## src/rtl/term_mode_pkg.sv

```systemverilog
package term_mode_pkg;

    // Mode in effect / detected on the bus
    typedef enum logic [1:0] {
        BM_NONE = 2'd0,
        BM_SE   = 2'd1,
        BM_LVD  = 2'd2,
        BM_HPD  = 2'd3
    } bus_mode_e;

    // Termination network selection driven to the analog side
    typedef enum logic [1:0] {
        TC_HIZ = 2'd0,
        TC_SE  = 2'd1,
        TC_LVD = 2'd2
    } term_cfg_e;

endpackage

```

## src/rtl/diffsense_level_decode.sv

```systemverilog
module diffsense_level_decode
    import term_mode_pkg::*;
(
    input  logic      above_low_i,
    input  logic      above_high_i,
    output bus_mode_e mode_o
);

    // The high comparator wins: an invalid high-without-low reading is
    // treated as HPD so the terminator stays off the bus.
    always_comb begin
        if (above_high_i) begin
            mode_o = BM_HPD;
        end else if (above_low_i) begin
            mode_o = BM_LVD;
        end else begin
            mode_o = BM_SE;
        end
    end

endmodule

```

## src/rtl/mode_settle_filter.sv

```systemverilog
module mode_settle_filter
    import term_mode_pkg::*;
#(
    parameter int SETTLE_CYCLES = 20_000_000
) (
    input  logic      clk_i,
    input  logic      rst_i,
    input  logic      supply_ok_i,
    input  bus_mode_e det_i,
    output bus_mode_e acc_o
);

    localparam int CW = $clog2(SETTLE_CYCLES + 1);
    localparam logic [CW-1:0] LIMIT    = CW'(SETTLE_CYCLES);
    localparam logic [CW-1:0] LAST_CNT = CW'(SETTLE_CYCLES - 1);

    typedef struct packed {
        bus_mode_e     acc;
        bus_mode_e     cand;
        logic [CW-1:0] cnt;
    } settle_state_t;

    localparam settle_state_t IDLE_ST = '{acc: BM_NONE, cand: BM_NONE, cnt: '0};

    settle_state_t st_d, st_q;
    logic [CW-1:0] run_d;

    always_comb begin
        st_d  = st_q;
        run_d = '0;
        if (!supply_ok_i) begin
            st_d = IDLE_ST;
        end else if (det_i == st_q.acc) begin
            st_d.cand = st_q.acc;
            st_d.cnt  = '0;
        end else begin
            run_d = (det_i == st_q.cand) ? (st_q.cnt + CW'(1)) : CW'(1);
            if (run_d == LIMIT) begin
                st_d.acc  = det_i;
                st_d.cand = det_i;
                st_d.cnt  = '0;
            end else begin
                st_d.cand = det_i;
                st_d.cnt  = run_d;
            end
        end
    end

    always_ff @(posedge clk_i) begin
        if (rst_i) begin
            st_q <= IDLE_ST;
        end else begin
            st_q <= st_d;
        end
    end

    assign acc_o = st_q.acc;


    adopt_matches_det_chk: assert property (@(posedge clk_i) disable iff (rst_i)
        (st_q.acc != $past(st_q.acc) && st_q.acc != BM_NONE) |-> (st_q.acc == $past(det_i)));


    settle_elapsed_chk: assert property (@(posedge clk_i) disable iff (rst_i)
        (st_q.acc != $past(st_q.acc) && st_q.acc != BM_NONE) |-> ($past(st_q.cnt) == LAST_CNT));


    cnt_below_limit_chk: assert property (@(posedge clk_i) disable iff (rst_i)
        st_q.cnt < LIMIT);


    supply_loss_clear_chk: assert property (@(posedge clk_i) disable iff (rst_i)
        !supply_ok_i |=> (st_q.acc == BM_NONE && st_q.cnt == '0));

endmodule

```

## src/rtl/term_output_map.sv

```systemverilog
module term_output_map
    import term_mode_pkg::*;
(
    input  bus_mode_e acc_i,
    input  logic      term_off_i,
    input  logic      supply_ok_i,
    output term_cfg_e cfg_o,
    output logic      stat_se_o,
    output logic      stat_lvd_o,
    output logic      bias_en_o
);

    always_comb begin
        cfg_o      = TC_HIZ;
        bias_en_o  = 1'b0;
        stat_se_o  = (acc_i == BM_SE);
        stat_lvd_o = (acc_i == BM_LVD);
        if (supply_ok_i && !term_off_i) begin
            case (acc_i)
                BM_SE: begin
                    cfg_o     = TC_SE;
                    bias_en_o = 1'b1;
                end
                BM_LVD: begin
                    cfg_o     = TC_LVD;
                    bias_en_o = 1'b1;
                end
                default: begin
                    cfg_o     = TC_HIZ;
                    bias_en_o = 1'b0;
                end
            endcase
        end
    end

endmodule

```

## src/rtl/termination_mode_ctrl.sv

```systemverilog
module termination_mode_ctrl
    import term_mode_pkg::*;
#(
    parameter int SETTLE_CYCLES = 20_000_000
) (
    input  logic       clk_i,
    input  logic       rst_i,
    input  logic       above_low_i,
    input  logic       above_high_i,
    input  logic       term_off_i,
    input  logic       supply_ok_i,
    output logic [1:0] term_cfg_o,
    output logic       stat_se_o,
    output logic       stat_lvd_o,
    output logic       bias_en_o
);

    bus_mode_e det_mode;
    bus_mode_e acc_mode;
    term_cfg_e cfg;

    diffsense_level_decode i_decode (
        .above_low_i  (above_low_i),
        .above_high_i (above_high_i),
        .mode_o       (det_mode)
    );

    mode_settle_filter #(
        .SETTLE_CYCLES (SETTLE_CYCLES)
    ) i_filter (
        .clk_i       (clk_i),
        .rst_i       (rst_i),
        .supply_ok_i (supply_ok_i),
        .det_i       (det_mode),
        .acc_o       (acc_mode)
    );

    term_output_map i_outmap (
        .acc_i       (acc_mode),
        .term_off_i  (term_off_i),
        .supply_ok_i (supply_ok_i),
        .cfg_o       (cfg),
        .stat_se_o   (stat_se_o),
        .stat_lvd_o  (stat_lvd_o),
        .bias_en_o   (bias_en_o)
    );

    assign term_cfg_o = cfg;


    no_mode_after_reset_chk: assert property (@(posedge clk_i) disable iff (rst_i)
        $fell(rst_i) |-> (term_cfg_o == 2'b00 && !stat_se_o && !stat_lvd_o && !bias_en_o));


    hpd_hiz_chk: assert property (@(posedge clk_i) disable iff (rst_i)
        (acc_mode == BM_HPD) |-> (term_cfg_o == 2'b00 && !stat_se_o && !stat_lvd_o));


    status_exclusive_chk: assert property (@(posedge clk_i) disable iff (rst_i)
        !(stat_se_o && stat_lvd_o));


    disable_hiz_chk: assert property (@(posedge clk_i) disable iff (rst_i)
        term_off_i |-> (term_cfg_o == 2'b00 && !bias_en_o));


    bias_matches_cfg_chk: assert property (@(posedge clk_i) disable iff (rst_i)
        bias_en_o == (term_cfg_o != 2'b00));

endmodule

```

## config.mk

```make
export PLATFORM = sky130hd
export DESIGN_NAME = termination_mode_ctrl
export DESIGN_NICKNAME = d
export VERILOG_FILES = /design/src/rtl/term_mode_pkg.sv /design/src/rtl/diffsense_level_decode.sv /design/src/rtl/mode_settle_filter.sv /design/src/rtl/term_output_map.sv /design/src/rtl/termination_mode_ctrl.sv
export SDC_FILE = /design/constraint.sdc
export NUM_CORES = 1
export LEC_CHECK = 0
export BUFFER_PORTS_ARGS = -buffer_cell sky130_fd_sc_hd__buf_2
export CELL_PAD_IN_SITES_DETAIL_PLACEMENT = 0
export CELL_PAD_IN_SITES_GLOBAL_PLACEMENT = 1
export CORE_MARGIN = 5
export CORE_UTILIZATION = 49
export DETAILED_ROUTE_END_ITERATION = 10
export GPL_TIMING_DRIVEN = 0
export PLACE_DENSITY = 0.94
export SYNTH_ARGS = -nofsm -noshare
export SYNTH_HDL_FRONTEND = slang
export SYNTH_SLANG_ARGS = --single-unit
```

## constraint.sdc

```tcl
create_clock -name clk_i -period 5.9 [get_ports clk_i]
set_input_delay 0.295 -clock clk_i [delete_from_list [all_inputs] [get_ports clk_i]]
set_output_delay 0.295 -clock clk_i [all_outputs]
set_load 0.1 [all_outputs]
```

Word-level counts from Yosys, hierarchy flattened
Index checks and enable logic that the tools add are counted.
{ "op_classes": {"add_sub_neg": 1, "n_eq_ne": 5, "n_mux": 9, "n_bitwise": 2, "n_reduce_logical": 6} }
{ "op_table": {"columns": ["op", "count"], "rows": [
  ["$mux W25", 2],
  ["$mux W27", 1],
  ["$add A25 B1 Y25 const B", 1],
  ["$eq A25 B25 Y1 const B", 1],
  ["$mux W2", 3],
  ["$eq A2 B2 Y1", 2],
  ["$pmux W2 S2", 1],
  ["$reduce_or A2 Y1", 2],
  ["$reduce_or A4 Y1", 1],
  ["$eq A2 B1 Y1 const B", 1],
  ["$eq A2 B2 Y1 const B", 1],
  ["$mux W1", 2],
  ["$not A1 Y1", 2],
  ["$reduce_and A2 Y1", 1],
  ["$logic_and A1 B1 Y1", 1],
  ["$logic_not A1 Y1", 1]
]} }
{ "word_totals": {"reg_bits": 29, "inputBits": 6} }

Depth between registers and ports, before layout
Gate-level depths: netlist of run 1.
{ "logic_depth": {"ltp_word": 7, "depth_mapped": 8, "mapped_depth_nobuf": 8} }

Cells and area by module
From an unflattened synthesis of run 1, not the netlist that was laid out.
{ "unflattened": {"cells_unflattened": 196, "hier_area_um2": 1650.3} }
{ "by_module_without_submodules": {"columns": ["mod", "instances", "cells_each", "area_per_inst_um2", "seq_area_each_um2"], "rows": [
  ["mode_settle_filter", 1, 187, 1575.3, 580.6],
  ["term_output_map", 1, 7, 62.6, 0.0],
  ["diffsense_level_decode", 1, 2, 12.5, 0.0]
]} }

Least setup slack after synthesis of run 1
OpenSTA, ideal clock, no wires.
{ "synth_path": {"path_type": "register to output", "startpoint": "register i_filter.st_q (netlist bit i_filter.acc_o[0])", "endpoint": "output port bias_en_o", "arrival_ns": 2.949, "setup_slack_ns": 2.656, "path_stages_with_launch": 4, "n_path_buf": 0, "path_cell_list": "dfxtp_1 inv_1 ha_1 nor3b_1"} }
{ "synth_via": {"elab_chain_cells": 4, "word_cells_on_any_way": 5} }
{ "synth_rtl": {"columns": ["element", "line", "rtl"], "rows": [
  ["start: declaration", "mode_settle_filter.sv:25", "settle_state_t st_d, st_q;"],
  ["start signal: assignment", "mode_settle_filter.sv:53", "st_q <= st_d;"],
  ["$eq A2 B1 Y1 / $eq A2 B2 Y1 (equally long branches)", "term_output_map.sv:19", "case (acc_i)"],
  ["$reduce_or A2 Y1 (no line) (*)", null, null],
  ["$mux W1 (*)", "term_output_map.sv:19", null],
  ["$mux W1 (*)", "term_output_map.sv:18", "if (supply_ok_i && !term_off_i) begin"],
  ["end: declaration", "termination_mode_ctrl.sv:15", "output logic bias_en_o"]
]} }
Every way passes the cells marked *; elsewhere a longest branch is shown, timed or not.

Worst setup path after layout of run 1
{ "layout_path": {"startpoint": "register i_filter.st_q[0] (netlist bit)", "endpoint": "register i_filter.st_q (netlist bit i_filter.acc_o[1])"} }
{ "layout_via": {"elab_chain_cells": 4} }
{ "layout_rtl": {"columns": ["element", "line", "rtl"], "rows": [
  ["$add A25 B1 Y25", "mode_settle_filter.sv:37", "run_d = (det_i == st_q.cand) ? (st_q.cnt + CW'(1)) : CW'(1);"],
  ["$mux W25", "mode_settle_filter.sv:37", null],
  ["$eq A25 B25 Y1", "mode_settle_filter.sv:38", "if (run_d == LIMIT) begin"],
  ["$reduce_and A2 Y1 (no line)", null, null]
]} }
Every way passes these cells.
A chain may end at the register's enable or synchronous reset.

==> results of run 1 <==
[logic make-up after synthesis]
family	count (synthesis)
fa+ha+maj	6
mux	4
buf+inv	14
xor+xnor	23
compound gates	19
flops	29
simple gates	108
[state kept, by name, indices dropped and copies added (netlist names)]
register / cells
i_filter.acc_o: 2
i_filter.st_q: 27
[cells in the final DEF, fill, tap and decap left out, types with 3 or more instances in the layout]
cell type	count
clkbuf_4	5
buf_2	13
nand3_1	10
dfxtp_1	29
nor4_1	6
inv_1	8
xor2_1	13
nor3_1	12
nand2_1	19
nor2b_1	6
a21oi_1	7
ha_1	5
xnor2_1	10
nor2_1	22
and3_1	3
clkbuf_1	3
nor3b_1	3
nand4_1	7
[critical path, delay by kind of cell, from the launching register on]
family	cells	cell delay, ns
mux	1	0.35
fa+ha+maj	1	0.34
simple gates	4	1.53
flops	1	0.41
compound gates	2	0.34
[cell type report]
type	instances	share of cell area
clock buffers	7	0.03374
repair buffers	10	0.02596
flip-flops and latches	29	0.3011
well taps	46	0.02985
multi-input cells	160	0.5775
plain buffers	6	0.01363
inverters	8	0.01557
clock inverters	1	0.002596
[through the flow]
stage	utilization	power (mW)	setup WS, ns
2_1_floorplan	-	0.2072	2.656
3_5_place_dp	0.5482	0.2118	2.836
5_1_grt	0.5688	0.3612	2.621
4_1_cts	0.5688	0.3505	2.820
6_report	0.5688	0.3457	2.811
3_3_place_gp	0.5482	0.2116	2.834
[final timing paths]
path	start	to	cells past startpoint
worst min-delay path	rst_i	i_filter.st_q[0]	4
worst max register to register	i_filter.st_q[0]	i_filter.acc_o[1]	8
worst min register to register	i_filter.st_q[0]	i_filter.st_q[0]	1
worst max-delay path	i_filter.st_q[0]	i_filter.acc_o[1]	8
[cell usage after synthesis, drive strengths merged (3+ instances only)]
cell | count | area share
dfxtp | 29 | 0.33
nor2 | 23 | 0.051
nand2 | 19 | 0.041
nor3 | 15 | 0.055
xor2 | 13 | 0.065
nand3 | 12 | 0.044
xnor2 | 10 | 0.050
a21oi | 8 | 0.029
inv | 8 | 0.017
nand4 | 8 | 0.037
nor4 | 8 | 0.046
nor2b | 6 | 0.021
ha | 5 | 0.036
and3 | 3 | 0.011
buf | 3 | 0.0086
clkbuf | 3 | 0.0064
nor3b | 3 | 0.013
[where the power goes]
| group | internal [mW] | leakage (nW) | switching, mW |
|---|---|---|---|
| clock network | 0.0689 | 0.0413 | 0.0696 |
| logic | 0.00374 | 0.424 | 0.00573 |
| registers | 0.197 | 0.234 | 0.000956 |
[metal layers]
metal / global-route usage / vias up / part of all wire
li1: - / 753 / -
met1: 0.1965 / 663 / 0.48
met2: 0.2476 / 31 / 0.46
met3: 0.04638 / 4 / 0.047
met4: 0.06383 / 0 / 0.013
met5: 0 / - / 0
==> reports/metrics.cfg, run 1 <==
[yosys]
ys_async_sr_fraction=0
syn_area_um2=1750
synthAdderAreaFrac=0.04146
synth_ff_type=dfxtp_1
ys_seq_area_frac=0.3317
yosys.area_share.simple=0.3681
syn_nets=214
synth_mux_area_frac=0.02859
synth_top_family_by_area=simple AND/OR/NAND/NOR gates
synth_xor_area_frac=0.1151
syn_avg_cell_area_um2=8.623
yosys_register_bits=29
synth_edf_count=0
synth_compound_area_frac=0.08292
synth_cell_types=44
yosysWarningCount=0
syn_inst=203

[global_route]
grt_max_degree=11
grt_overflow=0
grt_usage=0.1561
grt_pass1_wl_um=6085
antenna_found_initial=0
grt_pass1_vias=1302

[clock_network]
ctsResizeCount=0
cts_root_buffer=clkbuf_4
htreeDepth=2
path_clk_slew_ns=0.09
numCtsBuffers=5
ctsHoldBuffers=0
clock_latency_ns=0.33
clock_sinks=29
post_cts_buffers=0
clockBufferDepth=2
cts_tree=done

[floorplanning]
rows=21
dieArea_um2=4868
design.core.area_um2=3390
chipHeight_um=69.77
start_util=0.5164
die_x_um=69.77
ios=11

[setup_path]
crit_chain=ha_1 > nand4_4 > nor3_2 > nand4_1 > a21oi_4 > o211ai_2 > nor4_4 > mux2_4
critPathMaxFanout=10
critPathKind=reg -> reg
required_ns=6.12
crit_path_top_delay_cell=nor4_4
critPathLaunchType=flip-flop
slowest_delay_ns=0.68
cp-end-kind=flip-flop
worstPathArrival_ns=3.31
rrSetupSlack_ns=2.81

[final_layout]
nFillCells=313
seqCellArea_um2=580.6
num_antenna_cells=0
design_area_um2=1928
num-nets-final=231
multi_input_area_um2=1114
fin_cells=267
drive_above_1_share=0.1629
syn2layout_area_growth_pct=10.15

[sta]
final_hold_viol_count=0
worst_slew_pin_slew_ns=0.7098
drv_slew=0
rsz0062_at_grt=false
relSlewSlack=0.5233
hold_ws_ns=0.2147
max_freq_ghz=0.3238
skew_ns=0.007470
setup_viol=0
fin_crit_sh=0.5235
tns_ns=0
finalCriticalPeriod_ns=3.089

[detailed_routing]
drtIter0Drc=87
drt-pass1-iter-count=4
ant_nets=0
routedWlPerCell_um=13.31
wl_um=3553
routed-via-count=1451
via_per_inst=5.434
drc=0

[pwr]
vdd_drop_max_mv=0.1150
power.leakage_nw=0.6994
power_density_nw_per_um2=179.3

[placement]
portBuffers=10
dp_cells=259
place_hpwl_um=2638
gp_congestion=0.7913
place_area_um2=1858

[hold_path]
hp-class=in -> reg

[run]
drv_cap=0

[outcome]
status=finished clean

(Power assumes the default switching activity.)
==> run 2, diff against run 1 <==
- CORE_UTILIZATION: 49 -> 46
- PLACE_DENSITY: 0.94 -> 0.9
- clock period: 5.9 -> 3.05 ns (I/O delays scaled with it)
==> reports/metrics.cfg, run 2 (synthesized netlist as in run 1, its figures left out) <==
[sta]
finalCriticalPeriod_ns=2.837  ; -0.2522 ns
hold_ws_ns=0.1257  ; -0.08900 ns
max_freq_ghz=0.3525  ; +8.9%
rsz0062_at_grt=false
skew_ns=0.003623  ; -0.003847 ns
tns_ns=0  ; unchanged
relSlewSlack=0.6253  ; +0.1020
worst_slew_pin_slew_ns=0.5621  ; -0.1477 ns
setup_viol=0  ; unchanged
drv_slew=0  ; unchanged
fin_crit_sh=0.9300  ; +0.4065
final_hold_viol_count=0  ; unchanged

[outcome]
status=finished clean

[final_layout]
fin_cells=272  ; +1.9%
layout_commonest_cell=dfxtp_1
final_cell_mix=dfxtp_1 (29), nor2_1 (22), nand2_1 (19), buf_2 (13), xor2_1 (13)
largest_register_ffs=27  ; unchanged
drive_above_1_share=0.1786  ; +0.01568
nFillCells=356  ; +14%
fin_util=0.5434  ; -0.02544
syn2layout_area_growth_pct=13.65
num-nets-final=234  ; +1.3%
regMostFlops=i_filter.st_q
num_antenna_cells=0  ; unchanged

[placement]
portBuffers=10  ; unchanged
place_hpwl_um=2591  ; -1.8%
gp_congestion=0.7669  ; -3.1%
dp_cells=261  ; +0.77%

[setup_path]
r2r_cells=9  ; +1
crit_chain=ha_1 > nand4_4 > nor3_2 > nand4_1 > a21oi_4 > o211ai_2 > nor4_4 > buf_4 > mux2_4
crit_path_top_delay_cell=dfxtp_1
r2r-end=i_filter.acc_o[1]
rr_startpoint=i_filter.st_q[0]
cp-end-kind=flip-flop
critPathKind=reg -> reg
worstPathArrival_ns=3.00  ; -0.31 ns
slowest_delay_ns=0.41  ; -0.27 ns
worstSetupStartpoint=i_filter.st_q[0]
cp-endpoint=i_filter.acc_o[1]
required_ns=3.22  ; -2.90 ns
critPathMaxFanout=9  ; -1
critPathLaunchType=flip-flop
rrSetupSlack_ns=0.21  ; -2.60 ns

[clock_network]
clock_latency_ns=0.27  ; -0.06 ns
cts_tree=done
cts_root_buffer=clkbuf_8
numCtsBuffers=5  ; unchanged
clockBufferDepth=2  ; unchanged
htreeDepth=2  ; unchanged
ctsHoldBuffers=0  ; unchanged
clock_sinks=29  ; unchanged
path_clk_slew_ns=0.06  ; -0.03 ns

[global_route]
grt_overflow=0  ; unchanged
grt_pass1_vias=1409  ; +8.2%
grt_usage=0.1534  ; -0.002725
grt_pass1_wl_um=6210  ; +2.1%
antenna_found_initial=0  ; unchanged
grt_max_degree=11  ; unchanged

[detailed_routing]
routedWlPerCell_um=13.31  ; about the same
via_per_inst=5.382  ; -0.96%
ant_nets=0  ; unchanged
routed-via-count=1464  ; +0.90%
drc=0  ; unchanged
drtIter0Drc=60  ; -31%
drt-pass1-iter-count=4  ; unchanged
wl_um=3621  ; +1.9%

[floorplanning]
start_util=0.4781  ; -0.03830
chipHeight_um=71.69  ; +2.7%
die_x_um=71.69  ; +2.7%
ios=11  ; unchanged
design.core.area_um2=3661  ; +8.0%
rows=22  ; +4.8%
dieArea_um2=5139  ; +5.6%

[hold_path]
hp-class=in -> reg
hold_path_depth=4  ; unchanged

[pwr]
power.leakage_nw=0.7298  ; +4.3%
vdd_drop_max_mv=0.2174  ; +89%
power_density_nw_per_um2=376.3  ; +110%

[run]
drv_cap=0  ; unchanged

-- run 2: cell types whose count changed in the layout (fill, tap and decap cells not counted) --
| cell | before | now |
|---|---|---|
| nor3b_1 | 3 | 2 |
| clkbuf_4 | 5 | 0 |
| clkbuf_8 | 2 | 7 |
| nor3b_2 | 0 | 1 |
| buf_4 | 0 | 3 |
-- run 2: how the worst min path moves through the flow --
stage / slack, ns / from / to
finish: 0.13 / rst_i / i_filter.st_q[0]
global route: 0.15 / rst_i / i_filter.st_q[0]
CTS: 0.13 / rst_i / i_filter.st_q[0]
detailed placement: 0.42 / rst_i / i_filter.st_q[0]
global placement: 0.41 / rst_i / i_filter.st_q[0]
floorplan: 0.31 / rst_i / i_filter.st_q[0]
-- run 2: critical path, delay by kind of cell, from the launching register on --
kind / cells / cell delay [ns]
flip-flops: 1 / 0.41
AO/OA/AOI/OAI: 2 / 0.32
AND/OR/NAND/NOR: 4 / 1.18
multiplexers: 1 / 0.29
adder cells (fa/ha/maj): 1 / 0.34
buffers and inverters: 1 / 0.19
-- run 2: cell type report --
type	count	area, um2	share of cell area
multi-input cells	160	1119	0.5623
flip-flops and latches	29	580.6	0.2918
clock buffers	7	96.34	0.04843
repair buffers	13	72.57	0.03648
well taps	48	60.06	0.03019
inverters	8	30.03	0.01509
plain buffers	6	26.28	0.01321
clock inverters	1	5.005	0.002516
-- run 2: metal layers --
metal | vias up | global-route usage | part of all wire | routed length, um
met1 | 680 | 0.1810 | 0.48 | 1723
met5 | - | 0 | 0 | 0
met3 | 8 | 0.04488 | 0.021 | 77
met4 | 0 | 0.06681 | 0.022 | 79
met2 | 24 | 0.2571 | 0.48 | 1741
li1 | 752 | - | - | -
-- run 2: power breakdown --
group | switching, mW | leakage (nW) | internal (mW)
combinational | 0.0113 | 0.441 | 0.00726
sequential | 0.00201 | 0.234 | 0.381
clock | 0.144 | 0.0542 | 0.204
total | 0.157 | 0.730 | 0.592
-- run 2: timing repair --
| action | 4_1_cts | 5_1_grt |
|---|---|---|
| gates resized for setup | 0 | 0 |
| setup buffers | 3 | 0 |
| setup endpoints to repair | 2 | 0 |
-- run 2: metrics by stage --
step	area [um2]	total power [mW]	setup WS [ns]
floorplan	1755	0.4009	0.4540
global placement	1866	0.4096	-0.05532
detailed placement	1866	0.4099	-0.01510
CTS	1989	0.7553	0.2192
global route	1989	0.7814	0.01805
finish	1989	0.7487	0.2135
==> run 3, diff against run 2 <==
- PLACE_DENSITY: 0.9 -> default
- PLACE_DENSITY_LB_ADDON: default -> 0.1
==> reports/metrics.cfg, run 3 (synthesized netlist as in run 1, its figures left out) <==
[outcome]
status=finished clean

[setup_path]
rrSetupSlack_ns=0.08  ; -0.14 ns
crit_path_frequent_cell=nor4_2
required_ns=3.22  ; about the same
critPathKind=reg -> reg
crit_path_top_delay_cell=dfxtp_1
r2r-end=i_filter.acc_o[1]
critPathLaunchType=flip-flop
critPathMaxFanout=9  ; unchanged
crit_buf_inv=1  ; unchanged
slowest_delay_ns=0.40  ; about the same
crit_family=simple AND/OR/NAND/NOR gates
worstPathArrival_ns=3.14  ; +0.14 ns
rr_startpoint=i_filter.st_q[0]
crit_chain=ha_1 > nand4_4 > nor4_2 > xor2_1 > nor4_2 > nand3_1 > nor4_4 > buf_4 > mux2_4
cp-end-kind=flip-flop
r2r_cells=9  ; unchanged

[sta]
drv_slew=0  ; unchanged
final_hold_viol_count=0  ; unchanged
fin_crit_sh=0.9746  ; +0.04460
max_freq_ghz=0.3364  ; -4.6%
layout_setup_ws_ns=0.07746  ; -0.1360 ns
finalCriticalPeriod_ns=2.973  ; +0.1360 ns
skew_ns=0.006105  ; +0.002482 ns
worst_slew_pin_slew_ns=0.6013  ; +0.03915 ns
hold_ws_ns=0.1143  ; -0.01147 ns
tns_ns=0  ; unchanged
relSlewSlack=0.5992  ; -0.02610
setup_viol=0  ; unchanged

[global_route]
grt_pass1_wl_um=6803  ; +9.5%
grt_pass1_vias=1475  ; +4.7%
grt_usage=0.1683  ; +0.01489
grt_max_degree=11  ; unchanged
grt_overflow=0  ; unchanged
antenna_found_initial=0  ; unchanged

[final_layout]
fin_cells=272  ; unchanged
final_cell_mix=dfxtp_1 (29), nor2_1 (22), nand2_1 (19), buf_2 (13), xor2_1 (13)
layout_commonest_cell=dfxtp_1
largest_register_ffs=27  ; unchanged
num-nets-final=234  ; unchanged
drive_above_1_share=0.1875  ; +0.008929
num_antenna_cells=0  ; unchanged
syn2layout_area_growth_pct=15.80
regMostFlops=i_filter.st_q

[floorplanning]
chipHeight_um=71.69  ; unchanged
design.core.area_um2=3661  ; unchanged
ios=11  ; unchanged
rows=22  ; unchanged
die_x_um=71.69  ; unchanged
start_util=0.4781  ; unchanged
dieArea_um2=5139  ; unchanged

[detailed_routing]
routed-via-count=1474  ; +0.68%
drt-pass1-iter-count=4  ; unchanged
ant_nets=0  ; unchanged
via_per_inst=5.419  ; +0.68%
drtIter0Drc=56  ; -6.7%
drc=0  ; unchanged
routedWlPerCell_um=14.46  ; +8.6%
wl_um=3934  ; +8.6%

[run]
drv_cap=0  ; unchanged

[placement]
place_hpwl_um=2768  ; +6.8%
dp_slack_ns=-0.2335  ; -0.2184 ns
gp_congestion=0.7959  ; +3.8%
portBuffers=10  ; unchanged
dp_cells=261  ; unchanged

[pwr]
vdd_drop_max_mv=0.1863  ; -14%
power.leakage_nw=0.7508  ; +2.9%
power_density_nw_per_um2=404.9  ; +7.6%
p_seq_frac=0.467  ; -0.045
power_mw=0.8206  ; +9.6%
intPower_mw=0.6537  ; +10%
pwr-share-clk=0.510  ; +0.046
p_comb_frac=0.023  ; -0.002
power.switching_mw=0.1669  ; +6.4%
p_sw_frac=0.2034  ; -0.006117

[clock_network]
path_clk_slew_ns=0.07  ; about the same
htreeDepth=2  ; unchanged
clockBufferDepth=2  ; unchanged
numCtsBuffers=5  ; unchanged
cts_tree=done
clock_sinks=29  ; unchanged
cts_root_buffer=clkbuf_8
clock_latency_ns=0.28  ; about the same

[hold_path]
hp-class=in -> reg
hold_start=rst_i
whs_endpoint=i_filter.st_q[0]
hold_path_depth=4  ; unchanged

[run 3: per-stage QoR]
stage                 util  instance area [um2]
floorplan                -                 1755
global placement    0.5096                 1866
detailed placement  0.5096                 1866
CTS                 0.5485                 2008
global route        0.5537                 2027
finish              0.5537                 2027
[run 3: worst max path at each step]
stage / start / to / slack, ns / cells after the start
after global placement: i_filter.st_q[0] / i_filter.acc_o[0] / -0.18 / 8
after detailed placement: i_filter.st_q[0] / i_filter.acc_o[1] / -0.23 / 8
after global routing: i_filter.st_q[0] / i_filter.acc_o[0] / -0.05 / 9
after floorplan: i_filter.st_q[0] / i_filter.acc_o[0] / 0.45 / 8
final: i_filter.st_q[0] / i_filter.acc_o[1] / 0.08 / 9
after CTS: i_filter.st_q[0] / i_filter.acc_o[1] / 0.03 / 9
[run 3: what timing repair did]
| item | in CTS | in global routing |
|---|---|---|
| resized for setup | 0 | 3 |
| hold buffers | 0 | 0 |
| hold endpoints to repair | 0 | 0 |
| endpoints found under the setup margin | 10 | 10 |
| buffers inserted | 3 | 0 |
| pin swaps | 1 | 0 |
[run 3: layout make-up]
cell class / instances / area (um2)
plain buffers: 6 / 26.28
clock buffers: 6 / 82.58
clock inverters: 2 / 37.54
fillers: 356 / 1634
inverters: 8 / 30.03
multi-input cells: 160 / 1137
flip-flops and latches: 29 / 580.6
well taps: 48 / 60.06
repair buffers: 13 / 72.57
[run 3: layer usage]
| layer | routed length, um | share of wire | GRT usage | up-vias |
|---|---|---|---|---|
| met3 | 128 | 0.033 | 0.04488 | 6 |
| met4 | 59 | 0.015 | 0.06054 | 0 |
| met5 | 0 | 0 | 0 | - |
| met2 | 1891 | 0.48 | 0.2816 | 21 |
| met1 | 1854 | 0.47 | 0.2066 | 692 |
| li1 | - | - | - | 755 |
[run 3: power groups by stage]
| stage | registers [mW] | clock network [mW] | logic [mW] |
|---|---|---|---|
| after floorplan | 0.391 | 0 | 0.0101 |
| after global placement | 0.391 | 0 | 0.0180 |
| after detailed placement | 0.391 | 0 | 0.0186 |
| after CTS | 0.383 | 0.426 | 0.0188 |
| after global routing | 0.383 | 0.449 | 0.0213 |
| final | 0.383 | 0.419 | 0.0189 |
[run 3: worst register-to-register path, stage by stage (launching register included)]
cell	delay, ns
dfxtp_1	0.40
ha_1	0.34
nand4_4	0.25
nor4_2	0.39
xor2_1	0.17
nor4_2	0.32
nand3_1	0.18
nor4_4	0.31
buf_4	0.19
mux2_4	0.30
